<file path="src/rtl/eb_rr_pkg.sv">
package eb_rr_pkg;
  // Action taken for the event in the current cycle
  typedef enum logic [1:0] {
    ACT_NONE = 2'd0,
    ACT_CAL  = 2'd1,
    ACT_STEP = 2'd2,
    ACT_HOLD = 2'd3
  } eb_act_e;
endpackage

</file>
<file path="src/rtl/eb_pick.sv">
module eb_pick #(
  parameter int unsigned NUM_EB = 16,
  localparam int unsigned IDX_W = $clog2(NUM_EB)
) (
  input  logic [NUM_EB-1:0] src_i,
  output logic [IDX_W-1:0]  idx_o,
  output logic              hit_o,
  output logic              higher_o,
  output logic [NUM_EB-1:0] rest_o
);
  logic [NUM_EB-1:0] at_or_below;

  // Lowest-index set bit
  always_comb begin
    idx_o = '0;
    hit_o = 1'b0;
    for (int k = NUM_EB-1; k >= 0; k--) begin
      if (src_i[k]) begin
        idx_o = IDX_W'(k);
        hit_o = 1'b1;
      end
    end
  end

  for (genvar g = 0; g < NUM_EB; g++) begin : g_le
    assign at_or_below[g] = (IDX_W'(g) <= idx_o);
  end

  assign rest_o   = src_i & ~at_or_below;
  assign higher_o = |rest_o;
endmodule

</file>
<file path="src/rtl/eb_group_cnt.sv">
module eb_group_cnt #(
  parameter int unsigned CNT_W = 8
) (
  input  logic             clk_i,
  input  logic             rst_ni,
  input  logic             restart_i,
  input  logic             step_i,
  input  logic [CNT_W-1:0] limit_i,
  output logic             done_o
);
  logic [CNT_W-1:0] cnt_q;
  logic [CNT_W-1:0] lim_eff;

  assign lim_eff = (limit_i == '0) ? CNT_W'(1) : limit_i;
  assign done_o  = (cnt_q >= lim_eff);

  always_ff @(posedge clk_i or negedge rst_ni) begin
    if (!rst_ni)        cnt_q <= '0;
    else if (restart_i) cnt_q <= CNT_W'(1);
    else if (step_i)    cnt_q <= cnt_q + CNT_W'(1);
  end

  // A hold step is only taken below the limit, so the count never wraps
  assert_cnt_no_wrap_R5: assert property (@(posedge clk_i) disable iff (!rst_ni)
    step_i && !restart_i |-> cnt_q != '1);
endmodule

</file>
<file path="src/rtl/eb_rr_select.sv">
module eb_rr_select
  import eb_rr_pkg::*;
#(
  parameter int unsigned NUM_EB   = 16,
  parameter int unsigned CNT_W    = 8,
  parameter int unsigned TYPE_W   = 4,
  parameter logic [TYPE_W-1:0] CAL_TYPE = TYPE_W'(9),
  localparam int unsigned IDX_W   = $clog2(NUM_EB)
) (
  input  logic              clk_i,
  input  logic              rst_ni,
  input  logic [NUM_EB-1:0] cfg_mask_i,
  input  logic [CNT_W-1:0]  cfg_group_i,
  input  logic [IDX_W-1:0]  cfg_cal_idx_i,
  input  logic              cfg_cal_en_i,
  input  logic              evt_accept_i,
  input  logic [TYPE_W-1:0] trg_type_i,
  output logic [IDX_W-1:0]  eb_idx_o,
  output logic              eb_vld_o
);
  localparam logic [NUM_EB-1:0] MASK_DEF = NUM_EB'(1);

  logic [NUM_EB-1:0] eff_mask, shadow_q, work_q, src, rest;
  logic [IDX_W-1:0]  cur_q, pick_idx;
  logic              fresh_q, mask_new, cal_hit, pick_hit, pick_higher, grp_done;
  eb_act_e           act;

  assign eff_mask = (|cfg_mask_i) ? cfg_mask_i : MASK_DEF;
  assign mask_new = fresh_q || (eff_mask != shadow_q);
  assign cal_hit  = cfg_cal_en_i && (trg_type_i == CAL_TYPE);
  assign src      = mask_new ? eff_mask : work_q;

  always_comb begin
    if (!evt_accept_i)           act = ACT_NONE;
    else if (cal_hit)            act = ACT_CAL;
    else if (mask_new || grp_done) act = ACT_STEP;
    else                         act = ACT_HOLD;
  end

  eb_pick #(.NUM_EB(NUM_EB)) i_pick (
    .src_i    (src),
    .idx_o    (pick_idx),
    .hit_o    (pick_hit),
    .higher_o (pick_higher),
    .rest_o   (rest)
  );

  eb_group_cnt #(.CNT_W(CNT_W)) i_cnt (
    .clk_i     (clk_i),
    .rst_ni    (rst_ni),
    .restart_i (act == ACT_STEP),
    .step_i    (act == ACT_HOLD),
    .limit_i   (cfg_group_i),
    .done_o    (grp_done)
  );

  always_ff @(posedge clk_i or negedge rst_ni) begin
    if (!rst_ni) begin
      fresh_q  <= 1'b1;
      shadow_q <= MASK_DEF;
      work_q   <= MASK_DEF;
      cur_q    <= '0;
    end else if (act == ACT_STEP) begin
      fresh_q  <= 1'b0;
      shadow_q <= eff_mask;
      work_q   <= pick_higher ? rest : eff_mask;  // refill on wrap
      cur_q    <= pick_idx;
    end
  end

  always_ff @(posedge clk_i or negedge rst_ni) begin
    if (!rst_ni) begin
      eb_idx_o <= '0;
      eb_vld_o <= 1'b0;
    end else begin
      eb_vld_o <= evt_accept_i;
      unique case (act)
        ACT_CAL:  eb_idx_o <= cfg_cal_idx_i;
        ACT_STEP: eb_idx_o <= pick_idx;
        ACT_HOLD: eb_idx_o <= cur_q;
        default:  eb_idx_o <= eb_idx_o;
      endcase
    end
  end

  assert_vld_follows_R2: assert property (@(posedge clk_i) disable iff (!rst_ni)
    evt_accept_i |=> eb_vld_o);
  assert_no_spurious_vld_R2: assert property (@(posedge clk_i) disable iff (!rst_ni)
    !evt_accept_i |=> !eb_vld_o && $stable(eb_idx_o));
  assert_pick_found_R3: assert property (@(posedge clk_i) disable iff (!rst_ni)
    act == ACT_STEP |-> pick_hit && src[pick_idx]);
  assert_step_enabled_R3: assert property (@(posedge clk_i) disable iff (!rst_ni)
    act == ACT_STEP |=> shadow_q[cur_q]);
  assert_hold_same_R5: assert property (@(posedge clk_i) disable iff (!rst_ni)
    act == ACT_HOLD |=> eb_idx_o == $past(cur_q));
  assert_cal_route_R6: assert property (@(posedge clk_i) disable iff (!rst_ni)
    evt_accept_i && cal_hit |=> eb_idx_o == $past(cfg_cal_idx_i));
  assert_cal_keeps_state_R6: assert property (@(posedge clk_i) disable iff (!rst_ni)
    act == ACT_CAL |=> $stable(work_q) && $stable(cur_q) && $stable(shadow_q));
  assert_zero_mask_R8: assert property (@(posedge clk_i) disable iff (!rst_ni)
    evt_accept_i && !cal_hit && cfg_mask_i == '0 |=> eb_idx_o == '0);
endmodule

</file>
<file path="config.mk">
export PLATFORM = sky130hd
export DESIGN_NAME = eb_rr_select
export DESIGN_NICKNAME = d
export VERILOG_FILES = /design/src/rtl/eb_rr_pkg.sv /design/src/rtl/eb_pick.sv /design/src/rtl/eb_group_cnt.sv /design/src/rtl/eb_rr_select.sv
export SDC_FILE = /design/constraint.sdc
export NUM_CORES = 1
export LEC_CHECK = 0
export BUFFER_PORTS_ARGS = -buffer_cell sky130_fd_sc_hd__clkbuf_2
export CORE_MARGIN = 10
export CORE_UTILIZATION = 50
export DETAILED_ROUTE_END_ITERATION = 16
export PLACE_DENSITY = 0.76
export SLEW_MARGIN = 20
export SYNTH_ARGS = -nofsm -noshare
export SYNTH_HDL_FRONTEND = slang
export SYNTH_HIERARCHICAL = 1
export SYNTH_SLANG_ARGS = --single-unit
</file>
<file path="constraint.sdc">
create_clock -name clk_i -period 4.4 [get_ports clk_i]
set_clock_uncertainty 0.15 [all_clocks]
set_input_delay 0.44 -clock clk_i [delete_from_list [all_inputs] [get_ports clk_i]]
set_output_delay 0.44 -clock clk_i [all_outputs]
set_load 0.03 [all_outputs]
</file>
Word-level counts from Yosys, hierarchy flattened
Cells that the tools add are included.

Input bits: 36. Bits in registers: 50. Output and inout port bits: 5. Logic and storage cells: 66.

Reductions and logical operators: 8. Equality and inequality tests: 5. Magnitude comparators: 17. Bitwise gates (word level): 2. Add/subtract/negate cells: 1. Multiplexer cells: 26.

Operators with widths (count): two-way mux 4 bit (16); two-way mux 16 bit (3); <= comparator 4 bit (first input constant) (8); OR reduction 16 bit (2); two-way mux 8 bit (3); AND 16 bit (1); <= comparator 3 x 4 -> 1 bit (first input constant) (4); inequality test 16 bit (1); NOT 16 bit (1); case mux 4 bit (3 select lines) (1); adder 8 x 1 -> 8 bit (second input constant) (1); >= comparator 8 bit (1); <= comparator 1 x 4 -> 1 bit (first input constant) (2); <= comparator 2 x 4 -> 1 bit (first input constant) (2); logical NOT 8 bit (1); equality test 2 bit (second input constant) (2); equality test 4 bit (second input constant) (1); two-way mux 2 bit (2); nonzero test 3 bit (1); equality test 2 x 1 -> 1 bit (second input constant) (1); logical OR 1 bit (2); nonzero test 2 bit (1); logical AND 1 bit (1); two-way mux 1 bit (1).

Logic depth before layout (Yosys ltp)
Gate-level depths: netlist of the first run.

Word-level depth: 26. Depth in mapped cells: 19. Gate-level depth less buffers: 15.

By module
The synthesis of the first run kept the hierarchy.

Modules (own cells, without submodules): eb_rr_select (times used 1, cells each 213, area each 2280.9 um^2); eb_group_cnt (times used 1, cells each 61, area each 583.1 um^2); eb_pick (times used 1, cells each 75, area each 469.2 um^2).

Worst setup path before layout of the first run
Ideal clock, no wire load.

Path type: input to register. Start point: input port cfg_mask_i[7]. End point: register work_q[2]. Setup slack: -599 ps. Buffers on the path: 4. Cell stages on the path: 17. Library setup time: 125 ps. Data required time: 4125 ps. Data arrival time: 4724 ps. Path through: xor2_1 or4_1 nor4_1 o21a_1 buf_4 buf_4 mux2_2 nand2b_1 a221oi_1 nor2_1 or4b_1 a21oi_1 or4b_1 clkbuf_1 clkbuf_1 mux2i_1 a21oi_1.

Elaborated cells between the ends (all ways): 46. Those cells by class: order compare: 16; eq/ne: 2; mux: 22; bitwise: 2; reduce/logical: 4.

RTL lines: from (decl) (line eb_rr_select.sv:12) `input logic [NUM_EB-1:0] cfg_mask_i,`; OR reduction 16 bit (line eb_rr_select.sv:28) `assign eff_mask = (|cfg_mask_i) ? cfg_mask_i : MASK_DEF;`; two-way mux 16 bit (*) (line eb_rr_select.sv:28); inequality test 16 bit (line eb_rr_select.sv:29) `assign mask_new = fresh_q || (eff_mask != shadow_q);`; logical OR 1 bit (line eb_rr_select.sv:29); two-way mux 16 bit (*) (line eb_rr_select.sv:31) `assign src = mask_new ? eff_mask : work_q;`; net src[14] (line eb_rr_select.sv:23) `logic [NUM_EB-1:0] eff_mask, shadow_q, work_q, src, rest;`; two-way mux 4 bit (15 in a row) (line eb_pick.sv:18) `if (src_i[k]) begin`; <= comparator 1 x 4 -> 1 bit (tied with other cells) (line eb_pick.sv:26) `assign at_or_below[g] = (IDX_W'(g) <= idx_o);`; NOT 16 bit (line eb_pick.sv:29) `assign rest_o = src_i & ~at_or_below;`; AND 16 bit (*) (line eb_pick.sv:29); OR reduction 16 bit (*) (line eb_pick.sv:30) `assign higher_o = |rest_o;`; net pick_higher (line eb_rr_select.sv:25) `logic fresh_q, mask_new, cal_hit, pick_hit, pick_higher, grp_done;`; two-way mux 16 bit (*) (line eb_rr_select.sv:66) `work_q <= pick_higher ? rest : eff_mask;`; to (signal assigned) (line eb_rr_select.sv:66); to (decl) (line eb_rr_select.sv:23).

Mark *: on every way through the listed nets, which the timed path passes. The rest lies on a longest branch. A chain may end at the register's enable or synchronous reset.

Final worst setup path of the first run
Start point: register shadow_q[7]. End point: register work_q[7].

Elaborated cells between the ends (all ways): 44. Those cells by class: order compare: 16; eq/ne: 2; mux: 21; bitwise: 2; reduce/logical: 3.

RTL lines: from (decl) (line eb_rr_select.sv:23); from (signal assigned) (line eb_rr_select.sv:65) `shadow_q <= eff_mask;`; inequality test 16 bit (*) (line eb_rr_select.sv:29); logical OR 1 bit (*) (line eb_rr_select.sv:29); two-way mux 16 bit (*) (line eb_rr_select.sv:31); net src[5] (line eb_rr_select.sv:23); two-way mux 4 bit (6 in a row) (line eb_pick.sv:18); <= comparator 1 x 4 -> 1 bit (tied with other cells) (line eb_pick.sv:26); NOT 16 bit (line eb_pick.sv:29); AND 16 bit (*) (line eb_pick.sv:29); OR reduction 16 bit (*) (line eb_pick.sv:30); net pick_higher (line eb_rr_select.sv:25); two-way mux 16 bit (*) (line eb_rr_select.sv:66).

Marked as above.

==> flow_summary.toml, run 1 <==
[clock_tree]
clkLatencyLatePin_ns = 0.32
cts_hold_buf = 0
cts_made_buffers = 5
clockBufferDepth = 2
cts.clk_slew.worst_paths_ns = 0.10
htreeDepth = 2
cts_tree = "built"
clock-root-buffer = "clkbuf_8"
clock-sinks = 50

[setup_path]
end_kind = "flop"
cp-start-kind = "flop"
r2r_slack_ns = -0.05
critPathLaunch = "shadow_q[7]$_DFFE_PN0N_"
r2r_cells = 15
crit_required_ns = 4.50
arrival_ns = 4.56
endpoint = "work_q[7]$_DFFE_PN0N_"
crit_fanout = 8
critPathKind = "flop to flop"
rr_endpoint = "work_q[7]$_DFFE_PN0N_"
rr_startpoint = "shadow_q[7]$_DFFE_PN0N_"

[layout]
antenna_cells = 0
nFillCells = 491
final_core_util_pct = 70.1
drive_gt1_share_pct = 41.3
seq_area_um2 = 1250
multi_input_area_um2 = 2170
layout_common_cells = "buf_4, dfrtp_1, clkbuf_2"
syn_to_final_growth_pct = 35.3
final_common_cell = "buf_4"
nets = 499

[pwr]
power_density_nw_per_um2 = 240
ir_worst_vdd_mv = 0.178
p_leak_uw = 0.00211
totalPowerFinal_uw = 1080

[floorplanning]
start_util_pct = 51.8
ios = 41
dieArea_um2 = 10300
num_rows = 29
die_x_um = 102
core_um2 = 6420
die_h_um = 102

[routing]
initialDrtViolationCount = 136
wl_per_cell_um = 18.1
drc_errors = 0
antenna_left = 0
drt-total-wl_um = 9630
drt-pass1-iter-count = 5
avgViaCountPerCell = 5.87
vias = 3123

[synth]
synthCells = 348
yosys_warnings = 6
syn-cell-area_um2 = 3330
synth.avg_cell_area_um2 = 9.57
syn_nets = 393

[global_route]
grt_pass1_vias = 3255
antenna_found_initial = 0
overflow = 0
grt_max_degree = 51
grt_pass1_wl_um = 15600
grt_usage_pct = 18.9

[placed_design]
gp_congestion = 1.01
io_buffers = 40
dp_slack_ns = -0.446
dp_hpwl_um = 6920

[worst_hold_path]
hp-class = "primary input to asynchronous set/reset pin"

[timing]
fin_crit_ns = 4.45
slew_viol_final = 0
rsz0062_at_grt = "yes"
max_slew_margin_pct = 55.6
holdWs_ns = 0.0496
worst_slew_pin_slew_ns = 0.666
hold_violations = 0
fmax_ghz = 0.224
worst_slack_ns = -0.0548
setup_viol = 10
fin_crit_sh_pct = 101

[status]
outcome = "complete, but fails checks"
violations = "setup timing"

[run]
drv_cap = 0
==> area by class of cell <==
class / count / area share, %
inverter: 19 / 1.58
clock inverter: 2 / 0.361
tap: 77 / 2.14
sequential: 50 / 27.9
timing repair buffer: 114 / 18.1
clock buffer: 6 / 1.83
multi-input combinational: 264 / 48.1
==> worst min-delay path by stage <==
stage                              from                    endpoint
global route                     rst_ni  i_cnt/cnt_q[6]$_DFFE_PN0P_
finish                           rst_ni  i_cnt/cnt_q[6]$_DFFE_PN0P_
CTS                              rst_ni  i_cnt/cnt_q[6]$_DFFE_PN0P_
floorplan                        rst_ni        cur_q[0]$_DFFE_PN0N_
detailed placement  fresh_q$_DFFE_PN1N_         fresh_q$_DFFE_PN1N_
global placement    fresh_q$_DFFE_PN1N_         fresh_q$_DFFE_PN1N_
==> flip-flops by register name (all words and copies together), names as in the netlist <==
| signal | flops |
|---|---|
| cur_q | 4 |
| work_q | 16 |
| fresh_q | 1 |
| eb_idx_o | 4 |
| eb_vld_o | 1 |
| i_cnt/cnt_q | 8 |
| shadow_q | 16 |
==> power breakdown <==
part	total [uW]	leakage, uW	switching, uW	internal [uW]
sequential	519	0.000596	21.9	497
clock	304	0.0000478	174	130
combinational	259	0.00147	136	123
total	1080	0.00211	332	750
==> worst max-delay path, stage by stage (launching register included) <==
cell	delay (ns)
dfrtp_1	0.40
xor2_1	0.15
or4_4	0.52
nor4_4	0.20
o21a_2	0.28
buf_12	0.15
mux2_2	0.42
nor2_1	0.13
buf_4	0.14
a31oi_4	0.11
or4b_4	0.56
a21oi_2	0.15
or4b_4	0.51
buf_12	0.18
mux2i_4	0.18
a21oi_2	0.14
==> stage by stage <==
stage | cells | setup TNS [ns] | instance area (um2)
floorplan | 348 | -1.49 | 3460
global placement | 513 | -4.59 | 4100
detailed placement | 513 | -5.84 | 4100
CTS | 527 | -1.45 | 4400
global route | 532 | -3.42 | 4500
finish | 532 | -0.278 | 4500
==> routing by layer <==
layer | up-vias | track usage [%] | wire, um
met5 | - | 0 | 0
met3 | 30 | 4.36 | 581
li1 | 1472 | - | -
met1 | 1511 | 22.1 | 3950
met2 | 110 | 32.7 | 4800
met4 | 0 | 7.37 | 303
==> what timing repair did <==
item                                    CTS  global route
cloned                                    1             0
hold endpoints to repair                  0             0
buffers inserted                          5             6
pin swaps                                18            14
resized for setup                        33            18
endpoints found under the setup margin   16            16
Note: power is estimated with default switching activity, not from simulation.
==> inputs of run 2 (changes only) <==
--- a/config.mk
+++ b/config.mk
@@ -9,7 +9,9 @@
 export CORE_MARGIN = 10
 export CORE_UTILIZATION = 50
 export DETAILED_ROUTE_END_ITERATION = 16
+export HOLD_SLACK_MARGIN = 0.05
 export PLACE_DENSITY = 0.76
+export SKIP_LAST_GASP = 1
 export SLEW_MARGIN = 20
 export SYNTH_ARGS = -nofsm -noshare
 export SYNTH_HDL_FRONTEND = slang
==> flow_summary.toml, run 2 (synthesized netlist as in run 1, its figures left out) <==
[clock_tree]
clkLatencyLatePin_ns = 0.32
clockBufferDepth = 2
cts_made_buffers = 5
clock-root-buffer = "clkbuf_8"
cts.clk_slew.worst_paths_ns = 0.10
htreeDepth = 2
cts_tree = "built"
clock-sinks = 50

[timing]
rsz0062_at_grt = "yes"
setup_viol = 11
worst_slack_ns = -0.0637
fin_crit_sh_pct = 101
holdWs_ns = 0.0515
finalSetupTns_ns = -0.356
fmax_ghz = 0.224
hold_violations = 0
worst_slew_pin_slew_ns = 0.663
max_slew_margin_pct = 55.8
slew_viol_final = 0
fin_crit_ns = 4.46

[setup_path]
crit_required_ns = 4.46
rr_endpoint = "work_q[2]$_DFFE_PN0N_"
r2r_cells = 15
rr_startpoint = "shadow_q[7]$_DFFE_PN0N_"
cp-start-kind = "flop"
r2r_slack_ns = -0.06
crit_fanout = 8
end_kind = "flop"
arrival_ns = 4.52
critPathLaunch = "shadow_q[7]$_DFFE_PN0N_"
critPathKind = "flop to flop"

[layout]
largestRegisters = "shadow_q (16), work_q (16), i_cnt/cnt_q (8)"
drive_gt1_share_pct = 41.3
layout_common_cells = "buf_4, dfrtp_1, clkbuf_2"
antenna_cells = 0
syn_to_final_growth_pct = 35.3
nets = 499
design_area_um2 = 4500
final_common_cell = "buf_4"

[placed_design]
io_buffers = 40
dp_slack_ns = -0.446
dp_hpwl_um = 6920
dpl-instance-area_um2 = 4100
gp_congestion = 1.01

[pwr]
totalPowerFinal_uw = 1080
p_leak_uw = 0.00211
power_density_nw_per_um2 = 240
ir_worst_vdd_mv = 0.178

[floorplanning]
num_rows = 29
core_um2 = 6420
die_x_um = 102
die_h_um = 102
start_util_pct = 51.8
ios = 41
dieArea_um2 = 10300

[run]
drv_cap = 0

[worst_hold_path]
hp-class = "primary input to asynchronous set/reset pin"

[routing]
drt-total-wl_um = 9640
initialDrtViolationCount = 148
drc_errors = 0
drt-pass1-iter-count = 4
wl_per_cell_um = 18.1
vias = 3120
antenna_left = 0
avgViaCountPerCell = 5.86

[global_route]
grt_max_degree = 51
grt_pass1_wl_um = 15600
grt_usage_pct = 18.9
overflow = 0
antenna_found_initial = 0
grt_pass1_vias = 3255

[status]
violations = "setup timing"
outcome = "complete, but fails checks"
-- run 2: cell counts in the layout (fill, tap and decap cells not counted) --
Identical to the previous run, type by type.
-- run 2: per-stage QoR --
stage / instances / util, %
floorplan: 348 / -
global placement: 513 / 63.9
detailed placement: 513 / 63.9
CTS: 527 / 68.6
global route: 532 / 70.1
finish: 532 / 70.1
-- run 2: critical path: stages (launching register included) --
cell     delay [ns]
dfrtp_1        0.40
xor2_1         0.15
or4_4          0.52
nor4_4         0.20
o21a_2         0.28
buf_12         0.15
mux2_2         0.42
nor2_1         0.13
buf_4          0.14
a31oi_4        0.11
or4b_4         0.56
a21oi_2        0.15
or4b_4         0.51
buf_12         0.18
mux2i_2        0.19
a21oi_1        0.09
-- run 2: final cells by class --
| class | instances | area (um2) |
|---|---|---|
| clock buffers | 6 | 82.6 |
| clock inverters | 2 | 16.3 |
| fillers | 491 | 1920 |
| inverters | 19 | 71.3 |
| multi-input cells | 264 | 2170 |
| flip-flops and latches | 50 | 1250 |
| well taps | 77 | 96.3 |
| repair buffers | 114 | 816 |
-- run 2: power breakdown --
part	total, uW	internal [uW]	switching, uW	leakage [uW]
clock	303	130	174	0.0000478
sequential	519	497	21.8	0.000596
combinational	259	123	136	0.00147
total	1080	750	332	0.00211
-- run 2: routing by layer --
| layer | track usage [%] | share of wire (%) | vias up |
|---|---|---|---|
| met3 | 4.36 | 5.6 | 27 |
| met2 | 32.7 | 50 | 103 |
| li1 | - | - | 1469 |
| met1 | 22.1 | 42 | 1521 |
| met5 | 0 | 0 | - |
| met4 | 7.37 | 2.9 | 0 |
-- run 2: how the worst max path moves through the flow --
stage	to	slack, ns	depth (start not counted)
after floorplan	work_q[6]$_DFFE_PN0N_	-0.15	15
after global placement	work_q[14]$_DFFE_PN0N_	-0.32	17
after detailed placement	work_q[7]$_DFFE_PN0N_	-0.45	16
after CTS	work_q[7]$_DFFE_PN0N_	-0.15	16
after global routing	work_q[7]$_DFFE_PN0N_	-0.24	16
final	work_q[2]$_DFFE_PN0N_	-0.06	15
-- run 2: repair_timing --
| item | in CTS | in global routing |
|---|---|---|
| hold buffers | 0 | 0 |
| pin swaps | 17 | 16 |
| gates cloned | 1 | 0 |
| setup endpoints to repair | 16 | 16 |
| setup buffers | 5 | 6 |
| gates resized for setup | 32 | 19 |
